**src/rtl/pp_neg_pkg.sv**
```systemverilog
package pp_neg_pkg;

   typedef enum logic [3:0] {
      ST_IDLE,
      ST_PREP,
      ST_PRE0,
      ST_DATA,
      ST_EV2,
      ST_STRB,
      ST_EV6,
      ST_FAIL,
      ST_POST
   } pp_neg_st_e;

   typedef struct packed {
      logic clk_ln;
      logic ready;
      logic flag;
      logic noavail;
   } pp_stat_t;

   localparam int STAT_W = $bits(pp_stat_t);

   localparam logic PHASE_UNKNOWN = 1'b0;
   localparam logic PHASE_NEGOT   = 1'b1;

   // first reply: clock line low, the three others high
   function automatic logic ev2_match(input pp_stat_t s);
      return (!s.clk_ln) && s.ready && s.flag && s.noavail;
   endfunction

   // second reply: only the clock line matters
   function automatic logic ev6_match(input pp_stat_t s);
      return s.clk_ln;
   endfunction

endpackage

```
**src/rtl/pp_neg_sync.sv**
```systemverilog
module pp_neg_sync #(
   parameter int WIDTH  = 4,
   parameter int STAGES = 2
) (
   input  logic             clk,
   input  logic             rst_n,
   input  logic [WIDTH-1:0] d_i,
   output logic [WIDTH-1:0] q_o
);

   generate
      if (STAGES == 0) begin : g_bypass
         assign q_o = d_i;
      end else begin : g_chain
         logic [STAGES-1:0][WIDTH-1:0] pipe_q;

         always_ff @(posedge clk or negedge rst_n) begin
            if (!rst_n) begin
               pipe_q <= '0;
            end else begin
               pipe_q[0] <= d_i;
               for (int i = 1; i < STAGES; i++) begin
                  pipe_q[i] <= pipe_q[i-1];
               end
            end
         end

         assign q_o = pipe_q[STAGES-1];
      end
   endgenerate

endmodule

```
**src/rtl/pp_neg_timer.sv**
```systemverilog
module pp_neg_timer #(
   parameter int CNT_W = 8
) (
   input  logic             clk,
   input  logic             rst_n,
   input  logic             load_i,
   input  logic [CNT_W-1:0] val_i,
   output logic             zero_o
);

   logic [CNT_W-1:0] cnt_q;

   always_ff @(posedge clk or negedge rst_n) begin
      if (!rst_n) begin
         cnt_q <= '0;
      end else if (load_i) begin
         cnt_q <= val_i;
      end else if (cnt_q != '0) begin
         cnt_q <= cnt_q - 1'b1;
      end
   end

   assign zero_o = (cnt_q == '0);

endmodule

```
**src/rtl/pp_neg_seq.sv**
```systemverilog
module pp_neg_seq
   import pp_neg_pkg::*;
#(
   parameter int DATA_W     = 8,
   parameter int CNT_W      = 8,
   parameter int SETUP_CYC  = 4,
   parameter int STROBE_CYC = 2,
   parameter int RESP_CYC   = 8
) (
   input  logic              clk,
   input  logic              rst_n,
   input  logic              start_i,
   input  logic [DATA_W-1:0] req_i,
   input  pp_stat_t          stat_i,
   input  logic              tmr_zero_i,
   output logic              tmr_load_o,
   output logic [CNT_W-1:0]  tmr_val_o,
   output logic [DATA_W-1:0] data_o,
   output logic              mode_act_o,
   output logic              host_busy_o,
   output logic              strobe_o,
   output logic              busy_o,
   output logic              done_o,
   output logic              ok_o,
   output logic              connected_o,
   output logic              phase_o
);

   localparam logic [CNT_W-1:0] LD_SETUP  = CNT_W'(SETUP_CYC - 1);
   localparam logic [CNT_W-1:0] LD_STROBE = CNT_W'(STROBE_CYC - 1);
   localparam logic [CNT_W-1:0] LD_RESP   = CNT_W'(RESP_CYC - 1);

   pp_neg_st_e        st_q;
   logic [DATA_W-1:0] req_q;
   logic              hit2;
   logic              hit6;

   assign hit2   = ev2_match(stat_i);
   assign hit6   = ev6_match(stat_i);
   assign busy_o = (st_q != ST_IDLE);

   // timer reload at every step boundary
   always_comb begin
      tmr_load_o = 1'b0;
      tmr_val_o  = '0;
      unique case (st_q)
         ST_IDLE: begin
            if (start_i) begin
               tmr_load_o = 1'b1;
               tmr_val_o  = LD_SETUP;
            end
         end
         ST_PREP, ST_PRE0: begin
            if (tmr_zero_i) begin
               tmr_load_o = 1'b1;
               tmr_val_o  = LD_SETUP;
            end
         end
         ST_DATA, ST_STRB: begin
            if (tmr_zero_i) begin
               tmr_load_o = 1'b1;
               tmr_val_o  = LD_RESP;
            end
         end
         ST_EV2: begin
            if (hit2) begin
               tmr_load_o = 1'b1;
               tmr_val_o  = LD_STROBE;
            end else if (tmr_zero_i) begin
               tmr_load_o = 1'b1;
               tmr_val_o  = LD_SETUP;
            end
         end
         ST_EV6: begin
            if (hit6) begin
               tmr_load_o = 1'b1;
               tmr_val_o  = LD_SETUP;
            end
         end
         default: begin
            tmr_load_o = 1'b0;
         end
      endcase
   end

   always_ff @(posedge clk or negedge rst_n) begin
      if (!rst_n) begin
         st_q        <= ST_IDLE;
         req_q       <= '0;
         data_o      <= '0;
         mode_act_o  <= 1'b0;
         host_busy_o <= 1'b1;
         strobe_o    <= 1'b1;
         done_o      <= 1'b0;
         ok_o        <= 1'b0;
         connected_o <= 1'b0;
         phase_o     <= PHASE_UNKNOWN;
      end else begin
         done_o <= 1'b0;
         unique case (st_q)
            ST_IDLE: begin
               if (start_i) begin
                  req_q       <= req_i;
                  mode_act_o  <= 1'b0;
                  host_busy_o <= 1'b1;
                  connected_o <= 1'b0;
                  phase_o     <= PHASE_UNKNOWN;
                  ok_o        <= 1'b0;
                  st_q        <= ST_PREP;
               end
            end
            ST_PREP: begin
               if (tmr_zero_i) begin
                  strobe_o <= 1'b1;
                  st_q     <= ST_PRE0;
               end
            end
            ST_PRE0: begin
               if (tmr_zero_i) begin
                  data_o <= req_q;
                  st_q   <= ST_DATA;
               end
            end
            ST_DATA: begin
               if (tmr_zero_i) begin
                  mode_act_o  <= 1'b1;
                  host_busy_o <= 1'b0;
                  st_q        <= ST_EV2;
               end
            end
            ST_EV2: begin
               if (hit2) begin
                  strobe_o <= 1'b0;
                  st_q     <= ST_STRB;
               end else if (tmr_zero_i) begin
                  st_q <= ST_FAIL;
               end
            end
            ST_STRB: begin
               if (tmr_zero_i) begin
                  strobe_o    <= 1'b1;
                  host_busy_o <= 1'b1;
                  st_q        <= ST_EV6;
               end
            end
            ST_EV6: begin
               if (hit6) begin
                  st_q <= ST_POST;
               end else if (tmr_zero_i) begin
                  mode_act_o <= 1'b0;
                  done_o     <= 1'b1;
                  ok_o       <= 1'b0;
                  st_q       <= ST_IDLE;
               end
            end
            ST_FAIL: begin
               if (tmr_zero_i) begin
                  mode_act_o  <= 1'b0;
                  host_busy_o <= 1'b1;
                  done_o      <= 1'b1;
                  ok_o        <= 1'b0;
                  st_q        <= ST_IDLE;
               end
            end
            ST_POST: begin
               if (tmr_zero_i) begin
                  done_o      <= 1'b1;
                  ok_o        <= 1'b1;
                  connected_o <= 1'b1;
                  phase_o     <= PHASE_NEGOT;
                  st_q        <= ST_IDLE;
               end
            end
            default: begin
               st_q <= ST_IDLE;
            end
         endcase
      end
   end

endmodule

```
**src/rtl/pp_xmode_negotiator.sv**
```systemverilog
module pp_xmode_negotiator
   import pp_neg_pkg::*;
#(
   parameter int DATA_W      = 8,
   parameter int SETUP_CYC   = 100,
   parameter int STROBE_CYC  = 25,
   parameter int RESP_CYC    = 1750,
   parameter int SYNC_STAGES = 2
) (
   input  logic              clk,
   input  logic              rst_n,
   input  logic              start_i,
   input  logic [DATA_W-1:0] req_i,
   input  logic              pclk_i,
   input  logic              pready_i,
   input  logic              pflag_i,
   input  logic              pnoavail_i,
   output logic [DATA_W-1:0] data_o,
   output logic              mode_act_o,
   output logic              host_busy_o,
   output logic              strobe_o,
   output logic              busy_o,
   output logic              done_o,
   output logic              ok_o,
   output logic              connected_o,
   output logic              phase_o
);

   localparam int MAX_AB  = (SETUP_CYC > STROBE_CYC) ? SETUP_CYC : STROBE_CYC;
   localparam int MAX_CYC = (MAX_AB > RESP_CYC) ? MAX_AB : RESP_CYC;
   localparam int CNT_W   = $clog2(MAX_CYC + 1);

   generate
      if (SETUP_CYC < 1 || STROBE_CYC < 1 || RESP_CYC < 1) begin : g_bad_timing
         $error("pp_xmode_negotiator: every cycle count must be at least 1");
      end
      if (SYNC_STAGES < 0 || SYNC_STAGES > 4) begin : g_bad_sync
         $error("pp_xmode_negotiator: SYNC_STAGES must be 0 to 4");
      end
      if (DATA_W < 1) begin : g_bad_width
         $error("pp_xmode_negotiator: DATA_W must be positive");
      end
   endgenerate

   pp_stat_t         stat_raw;
   pp_stat_t         stat_s;
   logic             tmr_load;
   logic [CNT_W-1:0] tmr_val;
   logic             tmr_zero;

   assign stat_raw = '{clk_ln: pclk_i, ready: pready_i, flag: pflag_i, noavail: pnoavail_i};

   pp_neg_sync #(
      .WIDTH (STAT_W),
      .STAGES(SYNC_STAGES)
   ) u_sync (
      .clk  (clk),
      .rst_n(rst_n),
      .d_i  (stat_raw),
      .q_o  (stat_s)
   );

   pp_neg_timer #(
      .CNT_W(CNT_W)
   ) u_timer (
      .clk   (clk),
      .rst_n (rst_n),
      .load_i(tmr_load),
      .val_i (tmr_val),
      .zero_o(tmr_zero)
   );

   pp_neg_seq #(
      .DATA_W    (DATA_W),
      .CNT_W     (CNT_W),
      .SETUP_CYC (SETUP_CYC),
      .STROBE_CYC(STROBE_CYC),
      .RESP_CYC  (RESP_CYC)
   ) u_seq (
      .clk        (clk),
      .rst_n      (rst_n),
      .start_i    (start_i),
      .req_i      (req_i),
      .stat_i     (stat_s),
      .tmr_zero_i (tmr_zero),
      .tmr_load_o (tmr_load),
      .tmr_val_o  (tmr_val),
      .data_o     (data_o),
      .mode_act_o (mode_act_o),
      .host_busy_o(host_busy_o),
      .strobe_o   (strobe_o),
      .busy_o     (busy_o),
      .done_o     (done_o),
      .ok_o       (ok_o),
      .connected_o(connected_o),
      .phase_o    (phase_o)
   );

endmodule

```
**config.mk**
```make
export PLATFORM = sky130hd
export DESIGN_NAME = pp_xmode_negotiator
export DESIGN_NICKNAME = d
export VERILOG_FILES = /design/src/rtl/pp_neg_pkg.sv /design/src/rtl/pp_neg_sync.sv /design/src/rtl/pp_neg_timer.sv /design/src/rtl/pp_neg_seq.sv /design/src/rtl/pp_xmode_negotiator.sv
export SDC_FILE = /design/constraint.sdc
export NUM_CORES = 1
export LEC_CHECK = 0
export ABC_CLOCK_PERIOD_IN_PS = 5900
export CORE_ASPECT_RATIO = 1.4
export CORE_MARGIN = 5
export CORE_UTILIZATION = 55
export DETAILED_ROUTE_END_ITERATION = 7
export PLACE_DENSITY = 0.9
export RECOVER_POWER = 50
export SYNTH_ARGS = -nofsm -noshare
export SYNTH_HDL_FRONTEND = slang
export SYNTH_SLANG_ARGS = --single-unit
```
**constraint.sdc**
```tcl
create_clock -name clk -period 5.9 [get_ports clk]
set_input_delay 1.475 -clock clk [delete_from_list [all_inputs] [get_ports clk]]
set_output_delay 1.475 -clock clk [all_outputs]
set_load 0.05 [all_outputs]
```
* Word level (Yosys, flattened, before mapping)
Cells that the tools add are included. Widths: inputs -> output; s select.
Storage, ports and cells: register bits after elaboration 45, latch bits 0, bits in writable memories 0, memory bits (read-only) 0, bits of input ports 15, output and inout bits 16, word-level logic and storage cells 99, memories 0
Operators by class: add/sub/neg operators 1, multiply operators 0, div/mod/pow operators 0, magnitude comparators 0, equality and inequality tests 19, shift operators 0, mux-type cells 39, bitwise operators 0, reduce and logical (&&, ||, !) cells 28
Operators by type and width (count):
- $pmux 11 s5 | 1
- $mux 11 | 4
- $mux 4 | 9
- $pmux 4 s8 | 1
- $mux 7 | 3
- $eq 4x3->1 const B | 4
- $mux 1 | 14
- $ne 2x2->1 const B | 7
- $pmux 1 s4 | 3
- $reduce_and 4->1 | 3
- $reduce_bool 4->1 | 3
- $logic_not 11->1 | 1
- $reduce_bool 11->1 | 1
- $sub 11x1->11 const B | 1
- $reduce_or 2->1 | 5
- $eq 4x2->1 const B | 2
- $ne 2x1->1 const B | 3
- $pmux 1 s2 | 3
- $reduce_and 3->1 | 2
- $reduce_and 6->1 | 1
- $reduce_bool 2->1 | 3
- $eq 4x1->1 const B | 1
- $eq 4x4->1 const B | 1
- $logic_not 4->1 | 1
- other kinds (7) | 10

* Logic depth before layout (Yosys ltp)
word-level depth 7, gate-level depth with buffers 8, mapped depth without buffers 7

* By module
A second synthesis with hierarchy kept.
Second synthesis, totals: cell total of the unflattened synthesis 217, area total of the unflattened synthesis 2316.0 µm²
Modules (own cells, without submodules):
- pp_neg_seq | instances 1, cells each 137, area each 1411.4 µm², sequential area each 653.1 µm²
- pp_neg_timer | instances 1, cells each 68, area each 674.4 µm², sequential area each 275.3 µm²
- pp_neg_sync | instances 1, cells each 12, area each 230.2 µm², sequential area each 200.2 µm²

* Worst setup path before layout
No wires, ideal clock.
kind register -> output, start register u_seq.st_q[2], end output port busy_o, arrival 1.278 ns, required time 4.425 ns, path slack 3.147 ns, cell stages (with the launch flop) 5, buffers on the path 2, cells stage by stage dfrtp_1 -> clkbuf_1 -> clkbuf_1 -> nor2_1 -> nand2_1
On the way: longest elaborated chain between the ends 1
RTL lines:
- start, declared | RTL line pp_neg_seq.sv:33 | pp_neg_st_e st_q;
- start signal, assigned | RTL line pp_neg_seq.sv:88 | st_q <= ST_IDLE;
- start signal, assigned | RTL line pp_neg_seq.sv:109 | st_q <= ST_PREP;
- start signal, assigned | RTL line pp_neg_seq.sv:115 | st_q <= ST_PRE0;
- $reduce_bool 4->1 | RTL line pp_neg_seq.sv:40 | assign busy_o = (st_q != ST_IDLE);
- end, declared | RTL line pp_xmode_negotiator.sv:22 | output logic busy_o,
Every way passes these cells.

* Worst setup path after layout
start register u_seq.st_q[0], end output port busy_o
Same word-level chain as after synthesis.

==> impl_metrics.yaml <==
die:
  core_area_um2: 3850
  die_y_um: 84.0
  initial_core_util_pct: 55.9
  pin_count: 31
  fp.dieArea_um2: 5280
  die_x_um: 62.9
  rows: 27
yosys:
  synth_nets: 215
  synth-main-ff-cell: "dfrtp_1"
  synth_seq_area_share_pct: 52.4
  synth_edf_count: 0
  ys_warn_count: 0
  synth_compound_area_share_pct: 14.5
  synth_area_leaders: "dfrtp_1 50%, mux2_2 8.4%, a21oi_1 3.0%"
  synth_top_area_share_pct: 50.0
  synth-async-reset-ratio_pct: 100
  yosysUniqueCellTypes: 49
  syn_area_um2: 2150
  yosys.area_share.simple_pct: 17.4
  synth-xor-area-share_pct: 3.66
  syn_avg_cell_area_um2: 10.8
  synthAdderAreaFrac_pct: 0.581
  postSynthCellCount: 199
  yosys.area.top_type: "dfrtp_1"
  synth_top_family_by_area: "simple AND/OR/NAND/NOR gates"
  synthMuxAreaShare_pct: 8.37
  ys_ff_latch: 45
placed_design:
  dpl_cell_area_um2: 2450
  gp_congestion: 0.874
  port_buffers: 30
  place_hpwl_um: 3340
routing:
  dr.pass1.iters: 4
  routed_wl_um: 4950
  num_vias: 1661
  ant_nets: 0
  drc_errors: 0
  via_per_inst: 6.17
  wire_per_inst_um: 18.4
  drt_iter0_markers: 75
sta:
  slew_violations: 46
  setup_violations: 0
  fin_hold_ws_ps: 360
  rsz0062_at_grt: "no"
  period_minus_slack_ps: 3720
  worst_pin_slew_ps: 2280
  relSlewSlack_pct: -51.7
  timing.final.crit_share_pct: 63.0
  tns_ps: 0
  fmaxAchievable_ghz: 0.269
  hold_violations: 0
  clock_skew_ps: 16.8
layout:
  layout_commonest_cell: "dfrtp_1"
  drive_gt1_share_pct: 13.7
  fillCellCount: 294
  final_cell_area_um2: 2540
  layout_common_cells: "43 x dfrtp_1, 25 x clkdlybuf4s50_1, 17 x nor2_1, 16 x mux2_2, 13 x a21oi_1"
  fin_util_pct: 66.0
  final_nets: 241
  n_antenna_cell: 0
  area_growth_pct: 18.1
grt:
  globalRouteTotalUtil_pct: 20.1
  antenna_found_initial: 0
  grt_first_pass_wirelength_um: 8420
  gr-total-overflow: 0
  grt_pass1_vias: 1831
  grt_start_max_net_pins: 46
status:
  violations: "max-capacitance violations, max-slew violations"
  outcome: "finished, violations left"
worst_setup_path:
  worst-path-buf-inv: 1
  worst-path-max-fanout: 18
  required_ps: 4430
  crit_path_top_delay_cell: "clkdlybuf4s50_1"
  endpoint_kind: "output port"
  cp_top_family: "buffers and inverters"
  cp_data_arrival_time_ps: 2240
  crit_chain: "nor2_1, nand2_1, clkdlybuf4s50_1"
  critPathLaunchType: "register"
  worst-setup-path-type: "reg2out"
  slowest_delay_ps: 820
pwr:
  powerDensity_nw_per_um2: 379
  seq_power_share_pct: 45.9
  switching_share_pct: 36.7
  netSwitchingPower_w: 0.000353
  power_frac_clock_pct: 20.4
  power_frac_comb_pct: 33.7
  irDropWorstVdd_mv: 0.309
  leakage_nw: 1.07
  p_int_w: 0.000610
clock_tree:
  cts_resized: 0
  cts.path.max_buffers: 2
  cts_sinks: 45
  clkLatencyLatePin_ps: 310
  cts_setup_buffers: 0
  htree_levels: 2
  cts_made_buffers: 5
  cts_tree: "yes"
  hold_buffers: 0
  path_clk_slew_ps: 90
  clockRootBuffer: "clkbuf_8"
min_path:
  hp-class: "reg2reg"
run:
  drv_cap: 1
## stage by stage
stage	instances	total power [W]	worst slack [ps]
after detailed placement	261	0.000765	2570
after global placement	261	0.000747	2600
after floorplan	199	0.000668	3150
final	269	0.000963	2180
after global routing	269	0.00102	2070
after CTS	269	0.000969	2210
## worst register-to-register path: cells and delay by family (launching register included)
family	cells	cell delay, ps
compound gates	2	440
simple gates	3	1360
fa+ha+maj	1	200
buf+inv	1	90
flops	1	410
## per-layer routing
layer / vias to the layer above / global-route usage, % / wire length (um)
met4: 0 / 13.1 / 229
met2: 85 / 33.4 / 2550
met1: 781 / 22.3 / 1860
li1: 767 / - / -
met3: 28 / 4.85 / 318
met5: - / 0 / 0
## cells by family after synthesis
group / Yosys count
fa+ha+maj: 1
simple gates: 64
flops: 45
buf+inv: 16
mux: 16
xor+xnor: 9
compound gates: 48
## power groups by stage
| stage | clock, W | combinational, W | sequential [W] |
|---|---|---|---|
| after detailed placement | 0 | 0.000319 | 0.000446 |
| after floorplan | 0 | 0.000217 | 0.000450 |
| final | 0.000196 | 0.000325 | 0.000442 |
| after global placement | 0 | 0.000309 | 0.000438 |
| after CTS | 0.000201 | 0.000327 | 0.000441 |
| after global routing | 0.000216 | 0.000353 | 0.000450 |
## synth_stat cells, types with 2 or more instances
master and n:
or3_1 2, nand2b_1 2, mux2_2 16, nor3b_1 2, nand2_1 11, dfstp_2 2, a21oi_1 13, inv_1 5
and3_1 3, nand3_1 4, nor4_1 3, or4_1 2, dfrtp_1 43, o31ai_1 3, xor2_1 4, nor3_1 8
clkbuf_1 8, a211o_1 2, a31oi_1 2, nor2_1 17, xnor2_1 5, a21o_1 2, o21a_1 4, o21ai_0 11
## final cells by class
type | count | area, um2 | share of cell area (%)
clock inverters | 1 | 7.51 | 0.295
repair buffers | 30 | 294 | 11.6
well taps | 43 | 53.8 | 2.12
clock buffers | 7 | 86.3 | 3.40
flip-flops and latches | 45 | 1130 | 44.4
multi-input cells | 138 | 953 | 37.5
inverters | 5 | 18.8 | 0.738
## registers in the layout, summed over array words and instances (netlist names)
register / count
u_seq.connected_o: 1
u_seq.data_o: 8
u_seq.done_o: 1
u_seq.host_busy_o: 1
u_seq.mode_act_o: 1
u_seq.ok_o: 1
u_seq.req_q: 8
u_seq.st_q: 4
u_seq.strobe_o: 1
u_sync.g_chain.pipe_q: 4
u_sync.q_o: 4
u_timer.cnt_q: 11
## worst paths after layout
kind                                           from           endpoint  slack, ps  cells after the start
max reg2reg                        u_timer.cnt_q[0]      u_seq.st_q[1]       3280                      7
max                                   u_seq.st_q[0]             busy_o       2180                      3
max in group asynchronous                     rst_n   u_timer.cnt_q[5]       2760                      1
min                        u_sync.g_chain.pipe_q[0]      u_sync.q_o[0]        360                      0
min reg2reg                u_sync.g_chain.pipe_q[0]      u_sync.q_o[0]        360                      0
min in group asynchronous                     rst_n  u_timer.cnt_q[10]       1850                      1
No activity file was read; power rests on OpenSTA's default activity.
